--- src/rtl/gpb_pkg.sv ---
package gpb_pkg;

  // Register offsets; software depends on these positions.
  localparam int unsigned OFS_SENSE  = 32'h404;
  localparam int unsigned OFS_BOTH   = 32'h408;
  localparam int unsigned OFS_POL    = 32'h40C;
  localparam int unsigned OFS_EN     = 32'h410;
  localparam int unsigned OFS_RAW    = 32'h414;
  localparam int unsigned OFS_MASKED = 32'h418;
  localparam int unsigned OFS_ACK    = 32'h41C;
  localparam int unsigned OFS_ALT    = 32'h420;

  // Window codes carried by the two address bits above the mask field.
  localparam logic [1:0] WIN_DATA = 2'b00;
  localparam logic [1:0] WIN_CFG  = 2'b01;
  localparam logic [1:0] WIN_DIR  = 2'b10;

  typedef enum logic [3:0] {
    RD_NONE, RD_DATA, RD_DIR, RD_SENSE, RD_BOTH,
    RD_POL, RD_EN, RD_RAW, RD_MASKED, RD_ALT
  } rdSel_e;

  typedef struct packed {
    logic   wrData;
    logic   wrDir;
    logic   wrSense;
    logic   wrBoth;
    logic   wrPol;
    logic   wrEn;
    logic   wrAck;
    logic   wrAlt;
    rdSel_e rdSel;
  } strobe_t;

endpackage

--- src/rtl/gpb_ctrl.sv ---
module gpb_ctrl
  import gpb_pkg::*;
#(
  parameter int NUM_PINS = 8,
  parameter int ADDR_W   = 12
) (
  input  logic                clk,
  input  logic                rst_n,
  input  logic [ADDR_W-1:0]   busAddr,
  input  logic                busWe,
  output strobe_t             strb,
  output logic [NUM_PINS-1:0] pinMask
);

  localparam int MASK_LO  = 2;
  localparam int MASK_HI  = MASK_LO + NUM_PINS - 1;
  localparam int WIN_LO   = MASK_HI + 1;
  localparam int WIN_HI   = WIN_LO + 1;

  logic [1:0] winCode;
  logic       aligned;
  logic       inData;
  logic       inDir;
  logic       highZero;

  assign winCode  = busAddr[WIN_HI:WIN_LO];
  assign aligned  = (busAddr[1:0] == 2'b00);
  assign pinMask  = busAddr[MASK_HI:MASK_LO];

  generate
    if (ADDR_W > WIN_HI + 1) begin : gHigh
      assign highZero = (busAddr[ADDR_W-1:WIN_HI+1] == '0);
    end else begin : gNoHigh
      assign highZero = 1'b1;
    end
  endgenerate

  assign inData = highZero && aligned && (winCode == WIN_DATA);
  assign inDir  = highZero && aligned && (winCode == WIN_DIR);

  function automatic logic hit(input logic [ADDR_W-1:0] a, input int unsigned ofs);
    return a == ADDR_W'(ofs);
  endfunction

  always_comb begin
    strb         = '0;
    strb.rdSel   = RD_NONE;
    strb.wrData  = busWe && inData;
    strb.wrDir   = busWe && inDir;
    strb.wrSense = busWe && hit(busAddr, OFS_SENSE);
    strb.wrBoth  = busWe && hit(busAddr, OFS_BOTH);
    strb.wrPol   = busWe && hit(busAddr, OFS_POL);
    strb.wrEn    = busWe && hit(busAddr, OFS_EN);
    strb.wrAck   = busWe && hit(busAddr, OFS_ACK);
    strb.wrAlt   = busWe && hit(busAddr, OFS_ALT);
    if (inData)                         strb.rdSel = RD_DATA;
    else if (inDir)                     strb.rdSel = RD_DIR;
    else if (hit(busAddr, OFS_SENSE))   strb.rdSel = RD_SENSE;
    else if (hit(busAddr, OFS_BOTH))    strb.rdSel = RD_BOTH;
    else if (hit(busAddr, OFS_POL))     strb.rdSel = RD_POL;
    else if (hit(busAddr, OFS_EN))      strb.rdSel = RD_EN;
    else if (hit(busAddr, OFS_RAW))     strb.rdSel = RD_RAW;
    else if (hit(busAddr, OFS_MASKED))  strb.rdSel = RD_MASKED;
    else if (hit(busAddr, OFS_ALT))     strb.rdSel = RD_ALT;
  end

  // At most one register is written per bus cycle.
  assert_onehot_strobe_R13: assert property (@(posedge clk) disable iff (!rst_n)
    $onehot0({strb.wrData, strb.wrDir, strb.wrSense, strb.wrBoth,
              strb.wrPol, strb.wrEn, strb.wrAck, strb.wrAlt}));

  // A direction write only happens for a write strobe in the direction window.
  assert_dir_window_R3: assert property (@(posedge clk) disable iff (!rst_n)
    strb.wrDir |-> (busWe && busAddr[WIN_HI:WIN_LO] == WIN_DIR));

endmodule

--- src/rtl/gpb_pin_sense.sv ---
module gpb_pin_sense (
  input  logic clk,
  input  logic rst_n,
  input  logic padBit,
  input  logic cfgLevel,
  input  logic cfgBoth,
  input  logic cfgHigh,
  input  logic ackBit,
  output logic syncBit,
  output logic rawBit
);

  logic stage1;
  logic prevBit;
  logic edgeLatch;
  logic riseEv;
  logic fallEv;
  logic edgeHit;
  logic levelHit;

  always_ff @(posedge clk) begin
    if (!rst_n) begin
      stage1  <= 1'b0;
      syncBit <= 1'b0;
      prevBit <= 1'b0;
    end else begin
      stage1  <= padBit;
      syncBit <= stage1;
      prevBit <= syncBit;
    end
  end

  assign riseEv   = syncBit & ~prevBit;
  assign fallEv   = ~syncBit & prevBit;
  assign edgeHit  = ~cfgLevel & (cfgBoth ? (riseEv | fallEv)
                                         : (cfgHigh ? riseEv : fallEv));
  assign levelHit = cfgLevel & (cfgHigh ? syncBit : ~syncBit);

  // A fresh edge outranks a clear in the same cycle.
  always_ff @(posedge clk) begin
    if (!rst_n) edgeLatch <= 1'b0;
    else        edgeLatch <= (edgeLatch & ~ackBit) | edgeHit;
  end

  assign rawBit = cfgLevel ? levelHit : edgeLatch;

  assert_edge_wins_R9: assert property (@(posedge clk) disable iff (!rst_n)
    edgeHit |=> edgeLatch);

  assert_latch_hold_R8: assert property (@(posedge clk) disable iff (!rst_n)
    (edgeLatch && !ackBit) |=> edgeLatch);

  assert_level_ack_R10: assert property (@(posedge clk) disable iff (!rst_n)
    (cfgLevel && $stable(cfgLevel) && $stable(cfgHigh) && $stable(syncBit) && $past(rawBit))
      |-> rawBit);

endmodule

--- src/rtl/gpb_datapath.sv ---
module gpb_datapath
  import gpb_pkg::*;
#(
  parameter int NUM_PINS = 8
) (
  input  logic                clk,
  input  logic                rst_n,
  input  strobe_t             strb,
  input  logic [NUM_PINS-1:0] pinMask,
  input  logic [NUM_PINS-1:0] wdata,
  input  logic [NUM_PINS-1:0] padIn,
  output logic [NUM_PINS-1:0] rdData,
  output logic [NUM_PINS-1:0] padOut,
  output logic [NUM_PINS-1:0] padOe,
  output logic                irqOut
);

  logic [NUM_PINS-1:0] dataReg;
  logic [NUM_PINS-1:0] dirReg;
  logic [NUM_PINS-1:0] senseReg;
  logic [NUM_PINS-1:0] bothReg;
  logic [NUM_PINS-1:0] polReg;
  logic [NUM_PINS-1:0] enReg;
  logic [NUM_PINS-1:0] altReg;
  logic [NUM_PINS-1:0] ackVec;
  logic [NUM_PINS-1:0] syncVec;
  logic [NUM_PINS-1:0] rawVec;
  logic [NUM_PINS-1:0] maskedVec;
  logic [NUM_PINS-1:0] pinView;

  always_ff @(posedge clk) begin
    if (!rst_n) begin
      dataReg  <= '0;
      dirReg   <= '0;
      senseReg <= '0;
      bothReg  <= '0;
      polReg   <= '0;
      enReg    <= '0;
      altReg   <= '0;
    end else begin
      if (strb.wrData)  dataReg  <= (dataReg & ~pinMask) | (wdata & pinMask);
      if (strb.wrDir)   dirReg   <= (dirReg & ~pinMask) | (wdata & pinMask);
      if (strb.wrSense) senseReg <= wdata;
      if (strb.wrBoth)  bothReg  <= wdata;
      if (strb.wrPol)   polReg   <= wdata;
      if (strb.wrEn)    enReg    <= wdata;
      if (strb.wrAlt)   altReg   <= wdata;
    end
  end

  assign ackVec = strb.wrAck ? wdata : '0;

  generate
    for (genvar i = 0; i < NUM_PINS; i++) begin : gPin
      gpb_pin_sense senseU (
        .clk      (clk),
        .rst_n    (rst_n),
        .padBit   (padIn[i]),
        .cfgLevel (senseReg[i]),
        .cfgBoth  (bothReg[i]),
        .cfgHigh  (polReg[i]),
        .ackBit   (ackVec[i]),
        .syncBit  (syncVec[i]),
        .rawBit   (rawVec[i])
      );
    end
  endgenerate

  assign maskedVec = rawVec & enReg;
  assign irqOut    = |maskedVec;
  assign padOut    = dataReg;
  assign padOe     = dirReg;
  assign pinView   = (dirReg & dataReg) | (~dirReg & syncVec);

  always_comb begin
    unique case (strb.rdSel)
      RD_DATA:   rdData = pinView & pinMask;
      RD_DIR:    rdData = dirReg & pinMask;
      RD_SENSE:  rdData = senseReg;
      RD_BOTH:   rdData = bothReg;
      RD_POL:    rdData = polReg;
      RD_EN:     rdData = enReg;
      RD_RAW:    rdData = rawVec;
      RD_MASKED: rdData = maskedVec;
      RD_ALT:    rdData = altReg;
      default:   rdData = '0;
    endcase
  end

  assert_mask_write_R1: assert property (@(posedge clk) disable iff (!rst_n)
    strb.wrData |=> ((padOut & ~$past(pinMask)) == ($past(padOut) & ~$past(pinMask))));

  assert_dir_mask_R3: assert property (@(posedge clk) disable iff (!rst_n)
    strb.wrDir |=> ((padOe & ~$past(pinMask)) == ($past(padOe) & ~$past(pinMask))));

  assert_irq_idle_R11: assert property (@(posedge clk) disable iff (!rst_n)
    (enReg == '0) |-> !irqOut);

endmodule

--- src/rtl/gpb_top.sv ---
module gpb_top
  import gpb_pkg::*;
#(
  parameter int NUM_PINS = 8,
  parameter int ADDR_W   = 12
) (
  input  logic                clk,
  input  logic                rst_n,
  input  logic [ADDR_W-1:0]   busAddr,
  input  logic                busWe,
  input  logic [NUM_PINS-1:0] busWdata,
  output logic [NUM_PINS-1:0] busRdata,
  input  logic [NUM_PINS-1:0] padIn,
  output logic [NUM_PINS-1:0] padOut,
  output logic [NUM_PINS-1:0] padOe,
  output logic                irqOut
);

  strobe_t             strb;
  logic [NUM_PINS-1:0] pinMask;

  gpb_ctrl #(.NUM_PINS(NUM_PINS), .ADDR_W(ADDR_W)) ctrlU (
    .clk     (clk),
    .rst_n   (rst_n),
    .busAddr (busAddr),
    .busWe   (busWe),
    .strb    (strb),
    .pinMask (pinMask)
  );

  gpb_datapath #(.NUM_PINS(NUM_PINS)) dpU (
    .clk     (clk),
    .rst_n   (rst_n),
    .strb    (strb),
    .pinMask (pinMask),
    .wdata   (busWdata),
    .padIn   (padIn),
    .rdData  (busRdata),
    .padOut  (padOut),
    .padOe   (padOe),
    .irqOut  (irqOut)
  );

endmodule

--- config.mk ---
export PLATFORM = sky130hd
export DESIGN_NAME = gpb_top
export DESIGN_NICKNAME = d
export VERILOG_FILES = /design/src/rtl/gpb_pkg.sv /design/src/rtl/gpb_ctrl.sv /design/src/rtl/gpb_pin_sense.sv /design/src/rtl/gpb_datapath.sv /design/src/rtl/gpb_top.sv
export SDC_FILE = /design/constraint.sdc
export NUM_CORES = 1
export LEC_CHECK = 0
export ABC_AREA = 1
export BUFFER_PORTS_ARGS = -buffer_cell sky130_fd_sc_hd__buf_2
export CORE_UTILIZATION = 50
export CTS_BUF_LIST = sky130_fd_sc_hd__clkbuf_8 sky130_fd_sc_hd__clkbuf_16
export DETAILED_ROUTE_END_ITERATION = 10
export PLACE_DENSITY = 0.73
export SLEW_MARGIN = 20
export SYNTH_ARGS = -nofsm -noshare
export SYNTH_HDL_FRONTEND = slang
export SYNTH_SLANG_ARGS = --single-unit
--- constraint.sdc ---
create_clock -name clk -period 1.75 [get_ports clk]
set_clock_uncertainty 0.15 [all_clocks]
set_input_delay 0.35 -clock clk [delete_from_list [all_inputs] [get_ports clk]]
set_output_delay 0.35 -clock clk [all_outputs]
set_load 0.01 [all_outputs]
==> flow_summary.yaml <==
routing:
  drt-initial-drc-count: 446
  dr.pass1.iters: 5
  via_per_inst: 5.24
  ant_nets: 0
  dr_wl_met2_um: 7070
  top_layer_used: "met4"
  m1WireLength_um: 6420
  drc: 0
  wl_um: 15400
  dr_total_vias: 5427
  wl_per_cell_um: 14.8
  wl_met3_um: 1480
outcome:
  violations: "negative setup slack"
  outcome: "finished, violations left"
yosys:
  yosys.area.top_type: "dfxtp_1"
  synth_seq_cells: 88
  yosys.area.top_type_share_pct: 36.9
  dominantRegCellSynth: "dfxtp_1"
  avgSynthCellArea_um2: 6.30
  synth.area.top_cells: "dfxtp_1 37%, nand2_1 18%, nor2_1 9.2%, inv_1 7.5%, nand3_1 6.4%"
  ys_types: 22
  synth_nets: 805
  synth_commonest_cells: "227 x nand2_1, 117 x nor2_1, 95 x inv_1"
  synth_area_mm2: 0.00477
  yosysWarnings: 0
  synthCells: 758
  ys_seq_area_share_pct: 36.9
  yosysMostFrequentCell: "nand2_1"
  synth-async-reset-ratio_pct: 0
  synth-edff-count: 0
floorplanning:
  start_util_pct: 51.6
  core_mm2: 0.00924
  io_pins: 56
  dieArea_mm2: 0.00994
  rows: 35
  die_h_um: 99.7
  die-width_um: 99.7
power_and_ir_drop:
  seq_power_share_pct: 52.1
  power.switching_mw: 1.06
  power_frac_clock_pct: 36.6
  netSwitchingFraction_pct: 27.0
  powerDensity_mw_per_mm2: 603
  power.leakage_nw: 3.24
  combPwrFrac_pct: 11.3
  ir_worst_vdd_mv: 0.353
  internal_power_mw: 2.87
global_route:
  grt_pass1_vias: 5052
  grt_overflow: 0
  grt_pass1_wl_um: 23800
  grtUsageTotal_pct: 31.0
  antenna_found_initial: 0
  grt_max_degree: 25
critical_path:
  arrival_ns: 1.59
  crit_path_max_incr_delay_ns: 0.20
  end_kind: "output pin"
  crit_buf_inv: 4
  cp.required_ns: 1.25
  critPathLaunchType: "primary input"
  cpMostUsedCell: "buf_2"
  cpLargestDelayFamily: "simple AND/OR/NAND/NOR gates"
  critPathMaxFanout: 8
  critical_path_class: "in -> out"
  cp_cell_sequence: "buf_2, inv_1, nand2_2, nor2_4, buf_4, nand3_4, o21ai_2, nor2_1, nand2_1, buf_2"
  cp_slowest_cell: "o21ai_2"
clocking:
  numClockSinks: 88
  cts_max_level: 3
  cts-root-buf: "clkbuf_8"
  path_clk_slew_ns: 0.09
  clk_latency_ns: 0.36
  cts_buffer_depth: 2
  cts_tree: "yes"
  numCtsBuffers: 9
sta:
  post-route-period-util_pct: 119
  hold_viol: 0
  fin_ws_ns: -0.341
  setup_tns_ns: -2.66
  holdWs_ns: 0.0180
  setup_viol_count_final: 9
  drv_slew: 0
  slew_headroom_pct: 74.2
  tightestPinTransition_ns: 0.386
  fmax_mhz: 478
  grt_setup_unrepaired: "yes"
  fin_crit_ns: 2.09
placed_design:
  port_buffers: 55
  placed_area_mm2: 0.00579
  routabilityCongestion: 0.922
  pre_cts_slack_ns: -0.410
  hpwl_um: 10500
cells_and_area:
  nets: 949
  final_cell_area_mm2: 0.00652
  fill_cells: 721
  diodes: 0
  syn_to_final_growth_pct: 36.7
  drive_gt1_share_pct: 32.0
flow_run:
  cap_viol_max_count: 0
worst_hold_path:
  min_path_type: "in -> reg"
[through the flow]
stage                     util, %  total power, mW  cells
after global routing         70.6             4.08   1036
after detailed placement     62.6             2.47   1000
after global placement       62.6             2.46   1000
after CTS                    67.7             3.94   1027
after floorplan                 -             2.27    758
final                        70.6             3.93   1036
[metal layers]
layer  vias up  GRT usage [%]
li1       2665              -
met1      2457           40.8
met2       263           50.3
met3        42           4.43
met4         0           13.9
met5         -              0
[layout make-up]
class | instances | area (um^2) | area share, %
inverters | 96 | 374 | 5.73
repair buffers | 151 | 1080 | 16.5
multi-input cells | 556 | 2910 | 44.6
clock inverters | 7 | 71.3 | 1.09
well taps | 129 | 161 | 2.47
flip-flops and latches | 88 | 1810 | 27.7
clock buffers | 9 | 124 | 1.90
[cells in the final DEF, fill, tap and decap left out, types with 3 or more instances in the layout]
cell	instances
a21boi_0	3
o21ai_0	42
buf_4	84
nand2_2	24
dfxtp_2	19
nand3_4	4
nand4_1	9
dlygate4sd3_1	3
clkbuf_8	9
nand3_2	17
inv_1	78
a21oi_1	32
ha_1	16
inv_4	4
o21ai_1	7
buf_12	3
a21boi_2	3
buf_2	53
clkinvlp_4	3
nor2_4	13
nand2_1	201
inv_2	14
buf_6	8
nand2_4	3
nor2_1	109
nor3_1	9
dfxtp_4	6
or2_4	8
dfxtp_1	63
o21ai_2	7
nand3_1	43
[cells by family after synthesis]
| family | after synthesis | share of synthesized area, % |
|---|---|---|
| AO/OA/AOI/OAI | 96 | 10.5 |
| adder cells (fa/ha/maj) | 16 | 4.20 |
| buffers and inverters | 114 | 9.10 |
| flip-flops | 88 | 36.9 |
| AND/OR/NAND/NOR | 444 | 39.3 |
[power groups by stage]
stage,logic (mW),registers [mW],clock network (mW)
2_1_floorplan,0.168,2.10,0
3_3_place_gp,0.361,2.10,0
3_5_place_dp,0.371,2.10,0
4_1_cts,0.410,2.06,1.47
5_1_grt,0.476,2.05,1.55
6_report,0.443,2.05,1.44
[path summary, 6_finish.rpt]
kind,slack [ns],end,from,cells after the start
worst max register to register,0.22,dpU.gPin[6].senseU.edgeLatch,dpU.gPin[6].senseU.syncBit,7
worst max-delay path,-0.34,busRdata[4],busAddr[7],10
worst min register to register,0.26,dpU.gPin[7].senseU.syncBit,dpU.gPin[7].senseU.stage1,2
worst min-delay path,0.02,dpU.gPin[0].senseU.stage1,padIn[0],3
[timing repair]
item | 4_1_cts | 5_1_grt
hold buffers | 3 | 0
pin swaps | 31 | 40
endpoints found under the setup margin | 9 | 13
hold endpoints to repair | 3 | 0
buffers inserted | 8 | 9
gates resized for setup | 91 | 64
[tightest hold or removal path, cell delays in order]
cell and delay [ns]:
buf_2 0.07, nand2_1 0.04, inv_1 0.04
No activity file was read; power rests on OpenSTA's default activity.
